## config.mk

```make
export PLATFORM = sky130hd
export DESIGN_NAME = sio_cfg_port
export DESIGN_NICKNAME = d
export VERILOG_FILES = /design/src/rtl/sio_cfg_pkg.sv /design/src/rtl/sio_addr_decode.sv /design/src/rtl/sio_key_fsm.sv /design/src/rtl/sio_cfg_port.sv
export SDC_FILE = /design/constraint.sdc
export NUM_CORES = 1
export LEC_CHECK = 0
export CORE_ASPECT_RATIO = 1.2
export CORE_MARGIN = 2
export CORE_UTILIZATION = 44
export DETAILED_ROUTE_END_ITERATION = 16
export HOLD_SLACK_MARGIN = 0.06
export PLACE_DENSITY = 0.8
export REMOVE_ABC_BUFFERS = 1
export SYNTH_ARGS = -nofsm -noshare
export SYNTH_HDL_FRONTEND = slang
export SYNTH_HIERARCHICAL = 1
export SYNTH_SLANG_ARGS = --single-unit
```

## constraint.sdc

```tcl
create_clock -name clk -period 1.9 [get_ports clk]
set_input_delay 0.285 -clock clk [delete_from_list [all_inputs] [get_ports clk]]
set_output_delay 0.285 -clock clk [all_outputs]
set_load 0.02 [all_outputs]
```

## src/rtl/sio_cfg_pkg.sv

```systemverilog
package sio_cfg_pkg;

    typedef enum logic [1:0] {
        KEY_CLOSED = 2'd0,
        KEY_HALF   = 2'd1,
        KEY_OPEN   = 2'd2
    } key_state_e;

    typedef struct packed {
        logic [7:0] index;
        logic [7:0] ldn;
        logic [7:0] rdata;
    } cfg_regs_t;

    localparam logic [7:0] KEY_ENTER      = 8'h87;
    localparam logic [7:0] KEY_EXIT       = 8'hAA;
    localparam logic [7:0] IDX_LDN        = 8'h07;
    localparam logic [7:0] IDX_DEVID      = 8'h20;
    localparam logic [7:0] IDX_DEVREV     = 8'h21;
    localparam logic [7:0] IDX_STRAP      = 8'h26;
    localparam logic [7:0] IDX_BANK_FIRST = 8'h30;
    localparam logic [7:0] FILL_BYTE      = 8'hFF;
    localparam int         STRAP_BIT      = 6;

endpackage

```

## src/rtl/sio_addr_decode.sv

```systemverilog
module sio_addr_decode #(
    parameter int              ADDR_W  = 16,
    parameter logic [ADDR_W-1:0] BASE_LO = 16'h002E,
    parameter logic [ADDR_W-1:0] BASE_HI = 16'h004E
) (
    input  logic [ADDR_W-1:0] addr,
    input  logic              strap_hi,
    output logic              hit_idx,
    output logic              hit_data
);
    logic [ADDR_W-1:0] base;
    logic              pair_hit;

    always_comb begin
        base     = strap_hi ? BASE_HI : BASE_LO;
        pair_hit = (addr[ADDR_W-1:1] == base[ADDR_W-1:1]);
        hit_idx  = pair_hit && !addr[0];
        hit_data = pair_hit &&  addr[0];
    end
endmodule

```

## src/rtl/sio_key_fsm.sv

```systemverilog
module sio_key_fsm
    import sio_cfg_pkg::*;
(
    input  logic       clk,
    input  logic       rst_n,
    input  logic       idx_wr,
    input  logic [7:0] wdata,
    output logic       open
);
    key_state_e state_d, state_q;

    always_comb begin
        state_d = state_q;
        if (idx_wr) begin
            case (state_q)
                KEY_CLOSED: state_d = (wdata == KEY_ENTER) ? KEY_HALF : KEY_CLOSED;
                KEY_HALF:   state_d = (wdata == KEY_ENTER) ? KEY_OPEN : KEY_CLOSED;
                KEY_OPEN:   state_d = (wdata == KEY_EXIT)  ? KEY_CLOSED : KEY_OPEN;
                default:    state_d = KEY_CLOSED;
            endcase
        end
    end

    always_ff @(posedge clk or negedge rst_n) begin
        if (!rst_n) state_q <= KEY_CLOSED;
        else        state_q <= state_d;
    end

    assign open = (state_q == KEY_OPEN);
endmodule

```

## src/rtl/sio_cfg_port.sv

```systemverilog
module sio_cfg_port
    import sio_cfg_pkg::*;
#(
    parameter int                ADDR_W   = 16,
    parameter logic [ADDR_W-1:0] BASE_LO  = 16'h002E,
    parameter logic [ADDR_W-1:0] BASE_HI  = 16'h004E,
    parameter logic [7:0]        DEV_ID   = 8'h52,
    parameter logic [7:0]        DEV_REV  = 8'h17,
    parameter logic [7:0]        BANK_LDN = 8'h08
) (
    input  logic              clk,
    input  logic              rst_n,
    input  logic              strap_base_hi,
    input  logic [ADDR_W-1:0] io_addr,
    input  logic [7:0]        io_wdata,
    input  logic              io_wr,
    input  logic              io_rd,
    output logic [7:0]        io_rdata,
    output logic [7:0]        dev_addr,
    output logic [7:0]        dev_wdata,
    output logic              dev_wr,
    output logic              dev_rd,
    input  logic [7:0]        dev_rdata
);
    cfg_regs_t  regs_d, regs_q;
    logic       hit_idx, hit_data;
    logic       cfg_open;
    logic       idx_wr, data_wr, data_rd;
    logic       bank_sel;
    logic [7:0] glob_rd;
    logic [7:0] cur_index, cur_ldn;

    sio_addr_decode #(
        .ADDR_W (ADDR_W),
        .BASE_LO(BASE_LO),
        .BASE_HI(BASE_HI)
    ) u_dec (
        .addr    (io_addr),
        .strap_hi(strap_base_hi),
        .hit_idx (hit_idx),
        .hit_data(hit_data)
    );

    sio_key_fsm u_key (
        .clk   (clk),
        .rst_n (rst_n),
        .idx_wr(idx_wr),
        .wdata (io_wdata),
        .open  (cfg_open)
    );

    assign cur_index = regs_q.index;
    assign cur_ldn   = regs_q.ldn;

    always_comb begin
        idx_wr   = io_wr && hit_idx;
        data_wr  = io_wr && hit_data && cfg_open;
        data_rd  = io_rd && hit_data && cfg_open;
        bank_sel = (regs_q.index >= IDX_BANK_FIRST) && (regs_q.ldn == BANK_LDN);

        dev_addr  = regs_q.index;
        dev_wdata = io_wdata;
        dev_wr    = data_wr && bank_sel;
        dev_rd    = data_rd && bank_sel;

        case (regs_q.index)
            IDX_LDN:    glob_rd = regs_q.ldn;
            IDX_DEVID:  glob_rd = DEV_ID;
            IDX_DEVREV: glob_rd = DEV_REV;
            IDX_STRAP:  glob_rd = 8'(strap_base_hi) << STRAP_BIT;
            default:    glob_rd = FILL_BYTE;
        endcase

        regs_d = regs_q;
        if (idx_wr && cfg_open && (io_wdata != KEY_EXIT))
            regs_d.index = io_wdata;
        if (data_wr && (regs_q.index == IDX_LDN))
            regs_d.ldn = io_wdata;
        if (io_rd) begin
            if (cfg_open && hit_idx)
                regs_d.rdata = regs_q.index;
            else if (cfg_open && hit_data) begin
                if (regs_q.index < IDX_BANK_FIRST) regs_d.rdata = glob_rd;
                else if (bank_sel)                 regs_d.rdata = dev_rdata;
                else                               regs_d.rdata = FILL_BYTE;
            end else
                regs_d.rdata = FILL_BYTE;
        end
    end

    always_ff @(posedge clk or negedge rst_n) begin
        if (!rst_n) regs_q <= '{index: 8'h00, ldn: 8'h00, rdata: FILL_BYTE};
        else        regs_q <= regs_d;
    end

    assign io_rdata = regs_q.rdata;
endmodule

```

==> results of run 1 <==
[synthesized netlist by cell type, types with 4 or more instances]
library cell	count	area, sq um
a211oi_1	4	30.0
a21oi_1	7	35.0
buf_4	9	67.6
dfrtp_1	18	450
dfstp_2	8	210
inv_1	5	18.8
mux2_2	12	135
nand2_1	5	18.8
nand3_1	4	20.0
nor2_1	12	45.0
nor2b_1	4	25.0
nor3_1	4	20.0
o21a_1	7	52.6
o21ai_0	6	30.0
o221ai_1	4	35.0
[flip-flops by register name, summed over array words and instances, names as in the netlist]
name	count
dev_addr	8
cur_ldn	8
u_key/state_q	2
io_rdata	8
[layout make-up]
type	instances	area, sq um
timing repair buffer	105	922
sequential	26	661
fill	242	940
multi-input combinational	113	956
inverter	5	18.8
clock inverter	1	30.0
tap	52	65.1
clock buffer	3	41.3
[cells by family after synthesis]
kind of cell / Yosys count / synth area share
DFF: 26 / 0.399
and+or+nand+nor: 54 / 0.245
AOI/OAI and AO/OA: 43 / 0.188
buffers and inverters: 17 / 0.0590
muxes: 16 / 0.108
[how the worst max path moves through the flow]
| stage | start | end | slack, ps | depth (start not counted) |
|---|---|---|---|---|
| floorplan | io_addr[13] | dev_addr[1]$_DFFE_PN0P_ | -90 | 6 |
| global placement | io_addr[13] | dev_wr | -600 | 7 |
| detailed placement | io_addr[13] | dev_wr | -690 | 7 |
| CTS | io_addr[15] | dev_wr | -20 | 7 |
| global route | io_addr[7] | dev_wr | -40 | 7 |
| finish | dev_addr[4]$_DFFE_PN0P_ | cur_ldn[0]$_DFFE_PN0P_ | 60 | 4 |
[metal layers]
layer,GRT usage,wire length [um]
met4,0.131,173
met3,0.0439,340
met2,0.435,2790
met1,0.282,2030
met5,0,0
[power breakdown]
group          switching (mW)  total, mW  internal, mW
logic                  0.0938      0.217         0.123
clock network           0.177      0.459         0.282
registers             0.00444      0.573         0.569
total                   0.276       1.25         0.973
[worst register-to-register path: stages (launching register included)]
cell and delay [ps]:
dfrtp_1 470, nor4_4 470, nand4_4 210, nor2_8 220, mux2_2 360
[what timing repair did]
item,4_1_cts,5_1_grt
resized for setup,46,14
setup buffers,2,0
setup endpoints to repair,25,16
hold endpoints to repair,0,0
pin swaps,10,8
[through the flow]
stage          instance area (sq um)  cells
2_1_floorplan                   1580    144
3_3_place_gp                    2570    299
3_5_place_dp                    2570    299
4_1_cts                         2670    305
5_1_grt                         2690    305
6_report                        2690    305
==> flow_summary.json, run 1 <==
{
  "io_pins": 63,
  "hold_violations": 0,
  "cts_buffers": 3,
  "synth_warnings": 6,
  "syn_avg_cell_area_sq_um": 10.6,
  "hold_path.class": "primary input to asynchronous set/reset pin",
  "finalWorstSetupSlack_ps": 62.0,
  "place.gp.congestion": 0.934,
  "period_needed_ps": 1840,
  "start_kind": "flip-flop",
  "first_pass_iters": 4,
  "worst-setup-path-type": "flip-flop to flip-flop",
  "max_stage_delay_ps": 470,
  "finClkSkew_ps": 8.51,
  "clockBufferDepth": 2,
  "path_clk_slew_ps": 90,
  "num_antenna_cells": 0,
  "maxCapViolCount": 0,
  "holdWs_ps": 376,
  "antenna_found_initial": 0,
  "hpwl_um": 4080,
  "outcome": "finished clean",
  "vias": 1703,
  "clk-insertion-delay-late_ps": 270,
  "area_growth_pct": 62.9,
  "cts_tree": "yes",
  "dieHeight_um": 71.2,
  "max_slew.worst_pin.slew_ps": 520,
  "design_power_total_mw": 1.25,
  "synth-seq-cells": 26,
  "coreArea_sq_um": 3630,
  "die_w_um": 60.0,
  "port_buffers": 62,
  "most-common-layout-cells": "clkdlybuf4s50_1, buf_4, dfrtp_1",
  "initial_utilization": 0.455,
  "crit_family": "simple AND/OR/NAND/NOR gates",
  "crit_path_end_kind": "flip-flop",
  "setup_viol": 0,
  "async_flop_share": 1.00,
  "ff2ff_path_depth": 4,
  "grt_pass1_wl_um": 8140,
  "crit_chain": "nor4_4 > nand4_4 > nor2_8 > mux2_2",
  "cts.sinks": 26,
  "path_buf_inv": 0,
  "drc_errors": 0,
  "r2r_start": "dev_addr[4]$_DFFE_PN0P_",
  "slew_headroom": 0.649,
  "finalSetupTns_ps": 0,
  "fin_util": 0.741,
  "cts-root-buf": "clkbuf_8",
  "max-vdd-ir-drop_uv": 415,
  "r2r_setup_slack_ps": 60,
  "r2r-end": "cur_ldn[0]$_DFFE_PN0P_",
  "synth_area_sq_um": 1650,
  "finalMaxSlewViolations": 0,
  "ant_nets": 0,
  "ctsHtreeMaxLevel": 1,
  "routedWlPerCell_um": 17.5,
  "grt.overflow.total": 0,
  "post-place-ws_ps": -687,
  "cpMaxStageDelayCell": "dfrtp_1",
  "grt_usage": 0.250,
  "p_leak_nw": 1.22,
  "ys_types": 46,
  "cp.required_ps": 2060,
  "synthCells": 156,
  "drt_iter0_drc": 65,
  "critPathMaxFanout": 8,
  "grt_start_max_net_pins": 27,
  "cp_data_arrival_time_ps": 2000,
  "ys_seq_area_frac": 0.399,
  "layout-drive-gt1-share": 0.375,
  "die-area_sq_um": 4270,
  "synth_edf_count": 0,
  "holdBufCountCts": 0,
  "nets": 291,
  "wl_um": 5330,
  "yosys_most_used_dff": "dfrtp_1",
  "fmax_mhz": 544,
  "grt_pass1_vias": 1804,
  "rsz0062_at_grt": "true",
  "period_share": 0.967,
  "viasPerCell": 5.58,
  "core.rowCount": 24,
  "powerDensity_nw_per_um2": 464
}
No activity file was read; power rests on OpenSTA's default activity.
==> run 2, diff against run 1 <==
- clock period: 1.9 -> 2.1 ns (I/O delays scaled with it)
==> run 2 against run 1 <==
Effect of this change:
- non-clock buffer count decreased by 15
- flip-flop and latch count stayed put
- sequential power down 9.4%
- highest routed layer unchanged
- routed wire length fell by 0.19%
- largest cell class unchanged
- clock power shrank 30%
- critical path depth up 3
==> flow_summary.json, run 2 (synthesis results as in run 1) <==
{
  "die-area_sq_um": 4270,
  "grt_pass1_wl_um": 8540,
  "num_antenna_cells": 0,
  "r2r_start": "dev_addr[4]$_DFFE_PN0P_",
  "grt_pass1_vias": 1750,
  "max_slew.worst_pin.slew_ps": 646,
  "layout_commonest_cell": "clkdlybuf4s50_1",
  "area_growth_pct": 55.3,
  "slew_headroom": 0.563,
  "hold_violations": 0,
  "die_w_um": 60.0,
  "layout-drive-gt1-share": 0.298,
  "place.gp.congestion": 0.924,
  "core.rowCount": 24,
  "met2_usage": 0.459,
  "cts-root-buf": "clkbuf_8",
  "first_pass_iters": 4,
  "crit_path_end_kind": "output pin",
  "use_met3": 0.0311,
  "drt_iter0_drc": 70,
  "finalMaxSlewViolations": 0,
  "clk-insertion-delay-late_ps": 270,
  "fmax_mhz": 498,
  "grtUsageMet1": 0.319,
  "cts_buffers": 3,
  "grt_start_max_net_pins": 27,
  "hpwl_um": 4040,
  "holdWs_ps": 415,
  "setup_viol": 0,
  "worst-setup-path-type": "primary input to output pin",
  "r2r-end": "cur_ldn[3]$_DFFE_PN0P_",
  "most-common-layout-cells": "clkdlybuf4s50_1, buf_4, dfrtp_1",
  "path_clk_slew_ps": 90,
  "drc_errors": 0,
  "maxCapViolCount": 0,
  "start_kind": "primary input",
  "ant_nets": 0,
  "cp.required_ps": 1780,
  "hold_path.class": "primary input to asynchronous set/reset pin",
  "p_leak_nw": 1.19,
  "io_pins": 63,
  "finClkSkew_ps": 4.04,
  "ff2ff_path_depth": 5,
  "outcome": "finished clean",
  "wl_um": 5320,
  "finalSetupTns_ps": 0,
  "multi_input_area_sq_um": 931,
  "ff_latch_area_sq_um": 661,
  "crit_start": "io_addr[15]",
  "viasPerCell": 5.68,
  "grt_usage": 0.258,
  "critPathMaxFanout": 3,
  "nets": 276,
  "max-vdd-ir-drop_uv": 324,
  "ctsHtreeMaxLevel": 1,
  "dieHeight_um": 71.2,
  "port_buffers": 62,
  "routedWlPerCell_um": 18.4,
  "vias": 1646,
  "antenna_found_initial": 0,
  "period_needed_ps": 2010,
  "r2r_setup_slack_ps": 190,
  "clockBufferDepth": 2,
  "cp_data_arrival_time_ps": 1690,
  "grt.overflow.total": 0,
  "period_share": 0.955,
  "powerDensity_nw_per_um2": 401,
  "top_usage_layer": "met2",
  "initial_utilization": 0.455,
  "holdBufCountCts": 0,
  "critPathCapture": "dev_rd",
  "fillers": 260,
  "coreArea_sq_um": 3630,
  "cts_tree": "yes",
  "cts.sinks": 26
}
-- run 2: cell types whose count changed in the layout (fill, tap and decap cells not counted), sizes merged --
cell / delta
buf: -19
clkbuf: -1
clkdlybuf4s50: +1
clkdlybuf4s15: -3
bufinv: -1
dlymetal6s2s: +8
-- run 2: per-layer routing --
metal	share of wire	vias up
met2	0.53	81
met1	0.40	790
met4	0.019	0
met5	0	-
met3	0.060	12
li1	-	763
-- run 2: area by class of cell --
type / count / share of cell area
repair buffers: 90 / 0.326
flip-flops and latches: 26 / 0.257
clock buffers: 4 / 0.0214
multi-input cells: 113 / 0.362
well taps: 52 / 0.0253
inverters: 5 / 0.00731
-- run 2: worst min-delay path by stage --
stage | start | to | slack, ps | depth (start not counted)
detailed placement | cur_ldn[4]$_DFFE_PN0P_ | cur_ldn[4]$_DFFE_PN0P_ | 520 | 1
CTS | rst_n | cur_ldn[4]$_DFFE_PN0P_ | 420 | 2
global route | rst_n | dev_addr[7]$_DFFE_PN0P_ | 440 | 2
finish | rst_n | dev_addr[7]$_DFFE_PN0P_ | 410 | 2
floorplan | rst_n | cur_ldn[0]$_DFFE_PN0P_ | 20 | 0
global placement | cur_ldn[4]$_DFFE_PN0P_ | cur_ldn[4]$_DFFE_PN0P_ | 510 | 1
-- run 2: report_power, final --
group          total [mW]  internal, mW  switching [mW]  leakage, nW
Combinational       0.189         0.105          0.0841        0.844
Clock               0.323         0.168           0.155       0.0288
Sequential          0.519         0.514         0.00437        0.320
-- run 2: worst max-delay path: stages --
cell	delay, ps
dlygate4sd2_1	250
nor4b_2	270
nand4b_1	190
nor3b_2	250
nand3_1	120
nor2_1	110
buf_2	180
-- run 2: metrics by stage --
stage           util  area (sq um)  std cells  power [mW]  setup WS [ps]
6_report       0.707          2570        290        1.03           93.8
2_1_floorplan      -          1580        144       0.568           84.8
3_5_place_dp   0.674          2450        283       0.719           -546
3_3_place_gp   0.674          2450        283       0.712           -465
4_1_cts        0.695          2530        290        1.03           9.93
5_1_grt        0.707          2570        290        1.08          -4.07
-- run 2: what timing repair did --
item	CTS	global route
buffers inserted	3	0
pin swaps	7	8
setup endpoints to repair	10	26
gates cloned	0	0
resized for setup	20	13
